===== src/rtl/fsim_pkg.sv =====
package fsim_pkg;

    localparam int NUM_SITES  = 7;
    localparam int NUM_FAULTS = 2 * NUM_SITES;
    localparam int PAT_W      = 16;

    typedef enum logic [2:0] {
        SITE_A     = 3'd0,
        SITE_B     = 3'd1,
        SITE_B_AND = 3'd2,
        SITE_B_INV = 3'd3,
        SITE_AND   = 3'd4,
        SITE_INV   = 3'd5,
        SITE_OR    = 3'd6
    } site_e;

    typedef enum logic {
        ST_IDLE = 1'b0,
        ST_RUN  = 1'b1
    } state_e;

    typedef struct packed {
        logic a;
        logic b;
    } pattern_t;

    // Maximal-length 16-bit feedback (taps 16,14,13,11).
    function automatic logic [PAT_W-1:0] pat_step(input logic [PAT_W-1:0] q);
        return {q[PAT_W-2:0], q[15] ^ q[13] ^ q[12] ^ q[10]};
    endfunction

    function automatic pattern_t pat_bits(input logic [PAT_W-1:0] q);
        pattern_t p;
        p.a = q[0];
        p.b = q[1];
        return p;
    endfunction

endpackage


===== src/rtl/fsim_lfsr.sv =====
module fsim_lfsr
    import fsim_pkg::*;
(
    input  logic             clk,
    input  logic             rst,
    input  logic             load,
    input  logic [PAT_W-1:0] seed,
    input  logic             step,
    output logic [PAT_W-1:0] q
);
    always_ff @(posedge clk) begin
        if (rst)
            q <= PAT_W'(1);
        else if (load)
            q <= (seed == '0) ? PAT_W'(1) : seed;
        else if (step)
            q <= pat_step(q);
    end
endmodule


===== src/rtl/fsim_inject.sv =====
module fsim_inject
    import fsim_pkg::*;
#(
    parameter int LANES = 4,
    parameter int GRP_W = 3
) (
    input  logic [GRP_W-1:0]                  grp,
    input  logic [NUM_FAULTS-1:0]             dropped,
    output logic [NUM_SITES-1:0][LANES-1:0]   force0,
    output logic [NUM_SITES-1:0][LANES-1:0]   force1,
    output logic [LANES-1:0]                  valid
);
    localparam int PER    = LANES - 1;
    localparam int GROUPS = (NUM_FAULTS + PER - 1) / PER;
    localparam int SLOTS  = GROUPS * PER;
    localparam int IDX_W  = $clog2(SLOTS + 1);

    logic [SLOTS-1:0] dropped_pad;
    assign dropped_pad = {{(SLOTS - NUM_FAULTS){1'b1}}, dropped};

    assign valid[0] = 1'b0;
    for (genvar s = 0; s < NUM_SITES; s++) begin : g_lane0
        assign force0[s][0] = 1'b0;
        assign force1[s][0] = 1'b0;
    end

    for (genvar k = 1; k < LANES; k++) begin : g_lane
        logic [IDX_W-1:0] fidx;
        logic             live;
        assign fidx = IDX_W'(grp) * IDX_W'(PER) + IDX_W'(k - 1);
        assign live = !dropped_pad[fidx];
        assign valid[k] = live;
        for (genvar s = 0; s < NUM_SITES; s++) begin : g_site
            logic here;
            assign here = live && ((fidx >> 1) == IDX_W'(s));
            assign force0[s][k] = here && !fidx[0];
            assign force1[s][k] = here &&  fidx[0];
        end
    end
endmodule


===== src/rtl/fsim_netlist.sv =====
module fsim_netlist
    import fsim_pkg::*;
#(
    parameter int LANES = 4
) (
    input  pattern_t                        pat,
    input  logic [NUM_SITES-1:0][LANES-1:0] force0,
    input  logic [NUM_SITES-1:0][LANES-1:0] force1,
    output logic [LANES-1:0]                y_or,
    output logic [LANES-1:0]                y_and
);
    function automatic logic [LANES-1:0] pin(input logic [LANES-1:0] w,
                                             input logic [LANES-1:0] f0,
                                             input logic [LANES-1:0] f1);
        return (w & ~f0) | f1;
    endfunction

    logic [LANES-1:0] w_a, w_b, w_b_and, w_b_inv, w_and, w_inv;

    always_comb begin
        w_a     = pin({LANES{pat.a}}, force0[SITE_A], force1[SITE_A]);
        w_b     = pin({LANES{pat.b}}, force0[SITE_B], force1[SITE_B]);
        w_b_and = pin(w_b, force0[SITE_B_AND], force1[SITE_B_AND]);
        w_b_inv = pin(w_b, force0[SITE_B_INV], force1[SITE_B_INV]);
        w_and   = pin(w_a & w_b_and, force0[SITE_AND], force1[SITE_AND]);
        w_inv   = pin(~w_b_inv, force0[SITE_INV], force1[SITE_INV]);
        y_or    = pin(w_and | w_inv, force0[SITE_OR], force1[SITE_OR]);
        y_and   = w_and;
    end
endmodule


===== src/rtl/fsim_detect.sv =====
module fsim_detect
    import fsim_pkg::*;
#(
    parameter int LANES = 4,
    parameter int GRP_W = 3
) (
    input  logic [GRP_W-1:0]      grp,
    input  logic [LANES-1:0]      valid,
    input  logic [LANES-1:0]      y_or,
    input  logic [LANES-1:0]      y_and,
    output logic [NUM_FAULTS-1:0] hits
);
    localparam int PER = LANES - 1;

    logic [LANES-1:0] lane_hit;
    assign lane_hit = ((y_or  ^ {LANES{y_or[0]}}) |
                       (y_and ^ {LANES{y_and[0]}})) & valid;

    for (genvar f = 0; f < NUM_FAULTS; f++) begin : g_fault
        localparam int G = f / PER;
        localparam int L = f % PER + 1;
        assign hits[f] = (grp == GRP_W'(G)) && lane_hit[L];
    end
endmodule


===== src/rtl/fsim_engine.sv =====
module fsim_engine
    import fsim_pkg::*;
#(
    parameter int LANES = 4,
    parameter int CNT_W = 16
) (
    input  logic                  clk,
    input  logic                  rst,
    input  logic                  start,
    input  logic [15:0]           seed,
    input  logic [CNT_W-1:0]      max_patterns,
    output logic [NUM_FAULTS-1:0] detected,
    output logic                  done
);
    localparam int PER    = LANES - 1;
    localparam int GROUPS = (NUM_FAULTS + PER - 1) / PER;
    localparam int GRP_W  = (GROUPS > 1) ? $clog2(GROUPS) : 1;

    function automatic logic [NUM_FAULTS-1:0] gmask(input int g);
        logic [NUM_FAULTS-1:0] m;
        for (int f = 0; f < NUM_FAULTS; f++) m[f] = ((f / PER) == g);
        return m;
    endfunction

    state_e                 state;
    logic [GRP_W-1:0]       grp;
    logic [NUM_FAULTS-1:0]  det, pend, hits, det_new;
    logic [CNT_W-1:0]       cnt, limit, limit_eff, cnt_next;
    logic [PAT_W-1:0]       lfsr_q;
    logic [GROUPS-1:0]      live_cur, live_new;
    logic [GRP_W-1:0]       nxt_grp, first_new;
    logic                   has_next, pat_end, finish, load;

    logic [NUM_SITES-1:0][LANES-1:0] force0, force1;
    logic [LANES-1:0]                valid, y_or, y_and;

    fsim_lfsr i_lfsr (
        .clk (clk), .rst (rst), .load (load), .seed (seed),
        .step (pat_end && !finish), .q (lfsr_q)
    );

    fsim_inject #(.LANES(LANES), .GRP_W(GRP_W)) i_inject (
        .grp (grp), .dropped (det),
        .force0 (force0), .force1 (force1), .valid (valid)
    );

    fsim_netlist #(.LANES(LANES)) i_netlist (
        .pat (pat_bits(lfsr_q)), .force0 (force0), .force1 (force1),
        .y_or (y_or), .y_and (y_and)
    );

    fsim_detect #(.LANES(LANES), .GRP_W(GRP_W)) i_detect (
        .grp (grp), .valid (valid), .y_or (y_or), .y_and (y_and), .hits (hits)
    );

    assign det_new = det | pend | hits;

    for (genvar g = 0; g < GROUPS; g++) begin : g_live
        assign live_cur[g] = |(gmask(g) & ~det);
        assign live_new[g] = |(gmask(g) & ~det_new);
    end

    always_comb begin
        nxt_grp   = '0;
        has_next  = 1'b0;
        first_new = '0;
        for (int g = GROUPS - 1; g >= 0; g--) begin
            if (GRP_W'(g) > grp && live_cur[g]) begin
                nxt_grp  = GRP_W'(g);
                has_next = 1'b1;
            end
            if (live_new[g]) first_new = GRP_W'(g);
        end
    end

    assign limit_eff = (limit == '0) ? CNT_W'(1) : limit;
    assign cnt_next  = cnt + CNT_W'(1);
    assign pat_end   = (state == ST_RUN) && !has_next;
    assign finish    = pat_end && ((&det_new) || (cnt_next >= limit_eff));
    assign load      = start && (state == ST_IDLE);

    always_ff @(posedge clk) begin
        if (rst) begin
            state <= ST_IDLE;
            grp   <= '0;
            det   <= '0;
            pend  <= '0;
            cnt   <= '0;
            limit <= '0;
            done  <= 1'b0;
        end else begin
            case (state)
                ST_IDLE: if (start) begin
                    state <= ST_RUN;
                    grp   <= '0;
                    det   <= '0;
                    pend  <= '0;
                    cnt   <= '0;
                    limit <= max_patterns;
                    done  <= 1'b0;
                end
                ST_RUN: if (pat_end) begin
                    det  <= det_new;
                    pend <= '0;
                    cnt  <= cnt_next;
                    if (finish) begin
                        state <= ST_IDLE;
                        done  <= 1'b1;
                    end else begin
                        grp <= first_new;
                    end
                end else begin
                    pend <= pend | hits;
                    grp  <= nxt_grp;
                end
                default: state <= ST_IDLE;
            endcase
        end
    end

    assign detected = det;

    // Dropped faults never occupy a lane again.
    assert_drop_mask_R6: assert property (@(posedge clk) disable iff (rst)
        (state == ST_RUN) |-> ((hits & det) == '0));

    // Bitmap only grows during a run.
    assert_bitmap_grows_R6: assert property (@(posedge clk) disable iff (rst)
        (state == ST_RUN) |=> ((det & $past(det)) == $past(det)));

    // Group index stays inside the fault table.
    assert_grp_range_R3: assert property (@(posedge clk) disable iff (rst)
        (state == ST_RUN) |-> (grp < GRP_W'(GROUPS)));

    // Pattern count never reaches the limit while running.
    assert_count_bound_R7: assert property (@(posedge clk) disable iff (rst)
        (state == ST_RUN) |-> (cnt < limit_eff));

    // Result holds after completion.
    assert_result_hold_R7: assert property (@(posedge clk) disable iff (rst)
        (done && !start) |=> (done && $stable(det)));

    // Pattern register never locks up at zero.
    assert_seed_nonzero_R5: assert property (@(posedge clk) disable iff (rst)
        (state == ST_RUN) |-> (lfsr_q != '0));

    // A start pulse mid-run does not leave the run.
    assert_start_ignored_R8: assert property (@(posedge clk) disable iff (rst)
        (state == ST_RUN && start && !pat_end) |=> (state == ST_RUN));
endmodule


===== config.mk =====
export PLATFORM = sky130hd
export DESIGN_NAME = fsim_engine
export DESIGN_NICKNAME = d
export VERILOG_FILES = /design/src/rtl/fsim_pkg.sv /design/src/rtl/fsim_lfsr.sv /design/src/rtl/fsim_inject.sv /design/src/rtl/fsim_netlist.sv /design/src/rtl/fsim_detect.sv /design/src/rtl/fsim_engine.sv
export SDC_FILE = /design/constraint.sdc
export NUM_CORES = 1
export LEC_CHECK = 0
export ABC_AREA = 0
export BUFFER_PORTS_ARGS = -buffer_cell sky130_fd_sc_hd__buf_2
export CAP_MARGIN = 30
export CORE_ASPECT_RATIO = 1.75
export CORE_UTILIZATION = 30
export DETAILED_ROUTE_END_ITERATION = 7
export PLACE_DENSITY = 0.42
export SYNTH_ARGS = -nofsm -noshare
export SYNTH_HDL_FRONTEND = slang
export SYNTH_SLANG_ARGS = --single-unit

===== constraint.sdc =====
create_clock -name clk -period 6 [get_ports clk]
set_clock_uncertainty 0.15 [all_clocks]
set_input_delay 1.8 -clock clk [delete_from_list [all_inputs] [get_ports clk]]
set_output_delay 1.8 -clock clk [all_outputs]
set_load 0.005 [all_outputs]

* Word level (Yosys, flattened, before mapping) *
Cells that the tools add are included.

storage, ports and cells
  register bits after elaboration = 81
  logic and storage cells = 246
  bits of input ports = 35
  output and inout port bits = 15

operators by class
  bitwise gates (word level) = 37
  equality and inequality tests = 26
  $lt $le $gt $ge = 9
  multiplexer cells = 45
  multipliers = 1
  reduce and logical (&&, ||, !) cells = 117
  add/subtract/negate cells = 3

operator list
  operator                                                                       number
  16-bit two-way mux                                                             6
  1-bit logical AND                                                              86
  14-bit case mux with 2 select lines                                            2
  14-bit two-way mux                                                             3
  14-bit bitwise OR                                                              3
  3-bit two-way mux                                                              13
  4-bit bitwise AND                                                              9
  4-bit bitwise OR                                                               9
  16-bit logical NOT                                                             2
  4-bit inverter                                                                 8
  16-bit case mux with 2 select lines                                            1
  3-bit == test (second input constant)                                          10
  14-bit inverter                                                                2
  3-bit by 2-bit == test with 1-bit output (second input constant)               8
  3-bit OR reduction                                                             8
  16-bit by 1-bit adder with 16-bit output (second input constant)               1
  16-bit greater-or-equal comparator                                             1
  4-bit by 5-bit less-than comparator with 1-bit output (second input constant)  3
  1-bit two-way mux                                                              14
  14-bit AND reduction                                                           1
  1-bit binary-select mux with 4-bit select                                      3
  3-bit by 1-bit == test with 1-bit output (second input constant)               4
  4-bit logical NOT                                                              3
  1-bit logical NOT                                                              8
  20 further kinds                                                               30

* Longest topological paths before layout *
  depth after elaboration = 33
  mapped depth = 19
  mapped depth without buffers = 15

* Cells and area by module *
From an unflattened synthesis, not the netlist that was laid out.

unflattened totals
  cells, all modules = 726
  area, all modules = 5515.3 sq um

by module, submodules not included
  module        area an instance (sq um)  instances  cells an instance  seq. area each (sq um)
  fsim_engine   3250.6                    1          414                1301.2
  fsim_inject   950.9                     1          133                0.0
  fsim_lfsr     772.0                     1          95                 320.3
  fsim_netlist  295.3                     1          52                 0.0
  fsim_detect   246.5                     1          32                 0.0

* Worst setup path before layout *
No wires, ideal clock.

  path kind = register -> register
  start point = register grp[2]
  end point = register grp[1]
  required time = 5.727 ns
  path buffers = 2
  stages on the path, launching flop included = 15
  path slack = 1.639 ns
  period minus slack after synthesis = 4.361 ns
  library setup time = 0.123 ns
  arrival time = 4.088 ns
  cells stage by stage = dfxtp_1 -> buf_2 -> inv_1 -> fa_1 -> buf_4 -> nand2b_1 -> or3_1 -> a311oi_2 -> nand3_1 -> a311oi_2 -> a211oi_1 -> nor4b_4 -> a31oi_2 -> o22ai_4 -> mux2_1

between the ends
  longest elaborated chain between the ends = 32
  elaborated cells on any way between the ends = 182
  classes of those cells = add/sub: 2; mul: 1; order compare: 5; eq/ne: 23; mux: 22; bitwise: 30; reduce/logical: 99

ends and longest elaborated chain
  element                                                                                           RTL line            source
  from (decl)                                                                                       fsim_engine.sv:26   logic [GRP_W-1:0] grp;
  from (signal assigned)                                                                            fsim_engine.sv:110  grp <= first_new;
  from (signal assigned)                                                                            fsim_engine.sv:114  grp <= nxt_grp;
  3-bit by 2-bit multiplier with 4-bit output                                                       fsim_inject.sv:30   assign fidx = IDX_W'(grp) * IDX_W'(PER) + IDX_W'(k - 1);
  4-bit by 1-bit adder with 4-bit output or 4-bit by 2-bit adder with 4-bit output (tied branches)  fsim_inject.sv:30
  1-bit binary-select mux with 4-bit select                                                         fsim_inject.sv:31   assign live = !dropped_pad[fidx];
  1-bit two-way mux (not written as such)                                                           fsim_inject.sv:31
  1-bit logical NOT                                                                                 fsim_inject.sv:31
  1-bit logical AND                                                                                 fsim_inject.sv:35   assign here = live && ((fidx >> 1) == IDX_W'(s));
  1-bit logical AND                                                                                 fsim_inject.sv:36   assign force0[s][k] = here && !fidx[0];
  4-bit inverter                                                                                    fsim_netlist.sv:15  return (w & ~f0) | f1;
  [13 not listed]                                                                                   --
  1-bit logical AND                                                                                 fsim_detect.sv:22   assign hits[f] = (grp == GRP_W'(G)) && lane_hit[L];
  14-bit bitwise OR                                                                                 fsim_engine.sv:56   assign det_new = det | pend | hits;
  14-bit inverter                                                                                   --
  3-bit OR reduction                                                                                fsim_engine.sv:60   assign live_new[g] = |(gmask(g) & ~det_new);
  3-bit two-way mux (4 in series)                                                                   fsim_engine.sv:72   if (live_new[g]) first_new = GRP_W'(g);
  3-bit two-way mux                                                                                 fsim_engine.sv:106  if (finish) begin
  3-bit two-way mux                                                                                 fsim_engine.sv:102  ST_RUN: if (pat_end) begin
  3-bit case mux with 2 select lines                                                                fsim_engine.sv:92   case (state)

Parallel ways exist; a longest one is shown, timed or not. The select of a mux whose other input is x is not followed.
A chain may end at the register's enable or synchronous reset.

* Final worst setup path *
  start point = register grp[2]
  end point = register i_lfsr.q[14]

between the ends
  longest elaborated chain between the ends = 29
  elaborated cells on any way between the ends = 167
  classes of those cells = add/sub: 2; mul: 1; order compare: 5; eq/ne: 22; mux: 11; bitwise: 29; reduce/logical: 97

ends and longest elaborated chain
  element                                                                                           RTL line            source
  3-bit by 2-bit multiplier with 4-bit output                                                       fsim_inject.sv:30
  4-bit by 1-bit adder with 4-bit output or 4-bit by 2-bit adder with 4-bit output (tied branches)  fsim_inject.sv:30
  1-bit binary-select mux with 4-bit select                                                         fsim_inject.sv:31
  1-bit two-way mux (not written as such)                                                           fsim_inject.sv:31
  1-bit logical NOT                                                                                 fsim_inject.sv:31
  1-bit logical AND                                                                                 fsim_inject.sv:35
  1-bit logical AND                                                                                 fsim_inject.sv:36
  4-bit inverter                                                                                    fsim_netlist.sv:15
  [13 not listed]                                                                                   --
  1-bit logical AND                                                                                 fsim_detect.sv:22
  14-bit bitwise OR                                                                                 fsim_engine.sv:56
  14-bit AND reduction                                                                              fsim_engine.sv:79   assign finish = pat_end && ((&det_new) || (cnt_next >= limit_eff));
  1-bit logical OR                                                                                  fsim_engine.sv:79
  1-bit logical AND                                                                                 fsim_engine.sv:79
  1-bit logical NOT                                                                                 fsim_engine.sv:39   .step (pat_end && !finish), .q (lfsr_q)
  1-bit logical AND *                                                                               fsim_engine.sv:39
  2-bit nonzero test (no source line) *                                                             --
  to (signal assigned)                                                                              fsim_lfsr.sv:15     q <= (seed == '0) ? PAT_W'(1) : seed;
  to (signal assigned)                                                                              fsim_lfsr.sv:17     q <= pat_step(q);
  to (decl)                                                                                         fsim_lfsr.sv:9      output logic [PAT_W-1:0] q

Mark *: on every way between the ends. The rest lies on a longest branch, timed or not. The select of a mux whose other input is x is not followed.

==> out/results.ini <==
[final_layout]
final_util=0.349
multi_input_area_um2=3640
num_antenna_cells=0
layout-drive-gt1-share=0.173
seqCellArea_um2=1620
nNetsFinal=801
syn2layout_area_growth_pct=13.0
final_cell_area_um2=6320
fill_cells=1963

[detailed_routing]
wl_met3_um=674
viasPerCell=5.45
drt_first_pass_iters=5
routed_wl_um=18700
wl_met2_um=10100
routed.top_layer=met4
wl_met1_um=7060
wl_per_cell_um=19.1
ant_nets=0
drc=0
drt_iter0_markers=272
vias=5345

[floorplanning]
coreArea_um2=18100
start_util=0.309
fp.dieW_um=105
design.die.area_um2=19200
ioPinCount=50
rows=65
die_h_um=183

[synthesis]
async_flop_share=0
synth_compound_area_frac=0.260
synth_xor_area_frac=0.0416
synthMuxAreaShare=0.0411
synthAdderAreaFrac=0.0572
synth_seq_cells=81
synthFlopType=dfxtp_1
yosysMostFrequentCell=nand2_1
synth_top_family_by_area=compound AO/OA/AOI/OAI gates
yosysTopAreaCellShare=0.290
synth_largest_area_cell=dfxtp_1
yosysSeqAreaShare=0.290
synth_commonest_cells=100 x nand2_1, 95 x nor2_1, 81 x dfxtp_1, 72 x a21oi_1, 34 x inv_1
synthTopCellsByArea=dfxtp_1 29%, nand2_1 6.7%, a21oi_1 6.4%
synth_edf_count=0
yosys_warnings=0
yosys.area_share.simple=0.250
syn_area_per_cell_um2=7.85
synth_cell_types=86
syn_inst=713
synth_area_um2=5600
synth_nets=773

[place]
dp.final_hpwl_um=13900
portBuffers=49
post_dp_cell_area_um2=6020
place.gp.congestion=0.883
dp_slack_ns=0.711

[setup_path]
cp.arrival_ns=5.45
crit_path_start_kind=register
crit_required_ns=6.09
r2r-end=i_lfsr.q[14]
cp-startpoint=grp[2]
crit_type=register to register
crit_fanout=32
critPathCapture=i_lfsr.q[14]
rrSetupSlack_ns=0.65
r2r_start=grp[2]
cp-end-kind=register
ff2ff_path_depth=15

[sta]
relSlewSlack=0.473
max_slew.worst_pin.slew_ns=0.787
setup_viol=0
finalCriticalPeriod_ns=5.35
period_share=0.892
setup_tns_ns=0
rsz0062_at_grt=false
fin_ws_ns=0.646
drv_slew=0
hold_viol_final=0
max_clock_freq_mhz=187

[clock_network]
ctsHoldBuffers=0
clk_pin_slew_ns=0.07
worst_skew_pair.late_latency_ns=0.34
htreeDepth=3
cts_tree=done
postCtsSetupBuffers=0
clk_path_buf_depth=2
cts_buffers=9
cts_resized=0
clock_sinks=81
cts_root_buf=clkbuf_16

[worst_hold_path]
whs_path_depth=1
hold_class=register to register

[power_and_ir_drop]
power_uw=1390
leakage_uw=0.00239
p_per_area_nw_per_um2=219
max-vdd-ir-drop_v=0.0000950

[global_route]
grt_pass1_wl_um=29000
grt_antenna_before_repair=0
grt_pass1_vias=5251
overflow=0
grtUsageTotal=0.197
grt_max_degree=33

[run]
cap_viol_max_count=0

[status]
status=complete, no violations

[logic make-up (layout without fill, tap and decap cells)]
family	after synthesis	after routing
AOI/OAI and AO/OA	189	189
xor gates and xnor gates	24	24
adders and majority gates	25	25
buffers and inverters	79	112
DFF	81	81
muxes	17	17
and+or+nand+nor	298	298
[metrics by stage]
stage	cells	hold slack, ns
6_report	980	0.322
5_1_grt	980	0.340
4_1_cts	980	0.326
3_5_place_dp	964	0.315
3_3_place_gp	963	0.309
2_1_floorplan	713	0.286
[per-layer routing]
layer  vias up  track usage
met5         -            0
met4         0        0.108
met3        45       0.0239
met2       150        0.370
met1      2542        0.210
li1       2608            -
[layout by cell type, fill, tap and decap left out, types with 5 or more instances in the layout]
master     instances
buf_2             50
a311oi_1           6
xor2_1             8
clkbuf_16          9
and2_1             5
dfxtp_1           81
a21o_1             7
a211oi_1           5
a21oi_1           72
nand2b_1           8
inv_1             34
a31oi_1            7
buf_4             12
ha_1              24
nor3_1            13
o22ai_1            5
nor2b_1            6
nand4_1            5
a22oi_1            6
o21ai_0           11
a311oi_2          16
nand3_1           23
nor2_1            95
xnor2_1           13
and3_1             7
nor4_1            11
nand2_1          100
[registers in the layout, summed over array words and instances, names as in the netlist]
name,cells
cnt,16
i_lfsr.q,16
limit,16
detected,14
pend,14
grp,3
done,1
state,1
[worst max-delay path, cell delays in order (launching register included)]
cell      delay [ns]
dfxtp_1         0.68
inv_1           0.24
fa_1            0.68
buf_4           0.26
xor2_1          0.46
or4_1           0.20
a21oi_1         0.07
nor4_1          0.36
mux2i_2         0.45
a21oi_4         0.15
a311oi_2        0.43
nor3_1          0.17
a31oi_4         0.21
buf_4           0.39
nor2_1          0.09
a311oi_2        0.26
[how the worst min path moves through the flow]
stage	startpoint	endpoint	slack, ns
floorplan	limit[0]	limit[0]	0.29
global placement	done	done	0.31
detailed placement	limit[14]	limit[14]	0.32
CTS	limit[14]	limit[14]	0.33
global route	done	done	0.34
finish	done	done	0.32
[area by class of cell]
| cell class | instances | share of cell area |
|---|---|---|
| Multi-Input combinational cell | 553 | 0.576 |
| Sequential cell | 81 | 0.256 |
| Timing Repair Buffer | 62 | 0.0538 |
| Tap cell | 234 | 0.0463 |
| Clock buffer | 12 | 0.0421 |
| Inverter | 34 | 0.0202 |
| Clock inverter | 4 | 0.00534 |
[report_power, final]
group | internal, uW | switching (uW) | total [uW]
Combinational | 99.5 | 165 | 265
Clock | 317 | 231 | 548
Sequential | 556 | 17.9 | 573
Total | 973 | 414 | 1390
(Power assumes the default switching activity.)
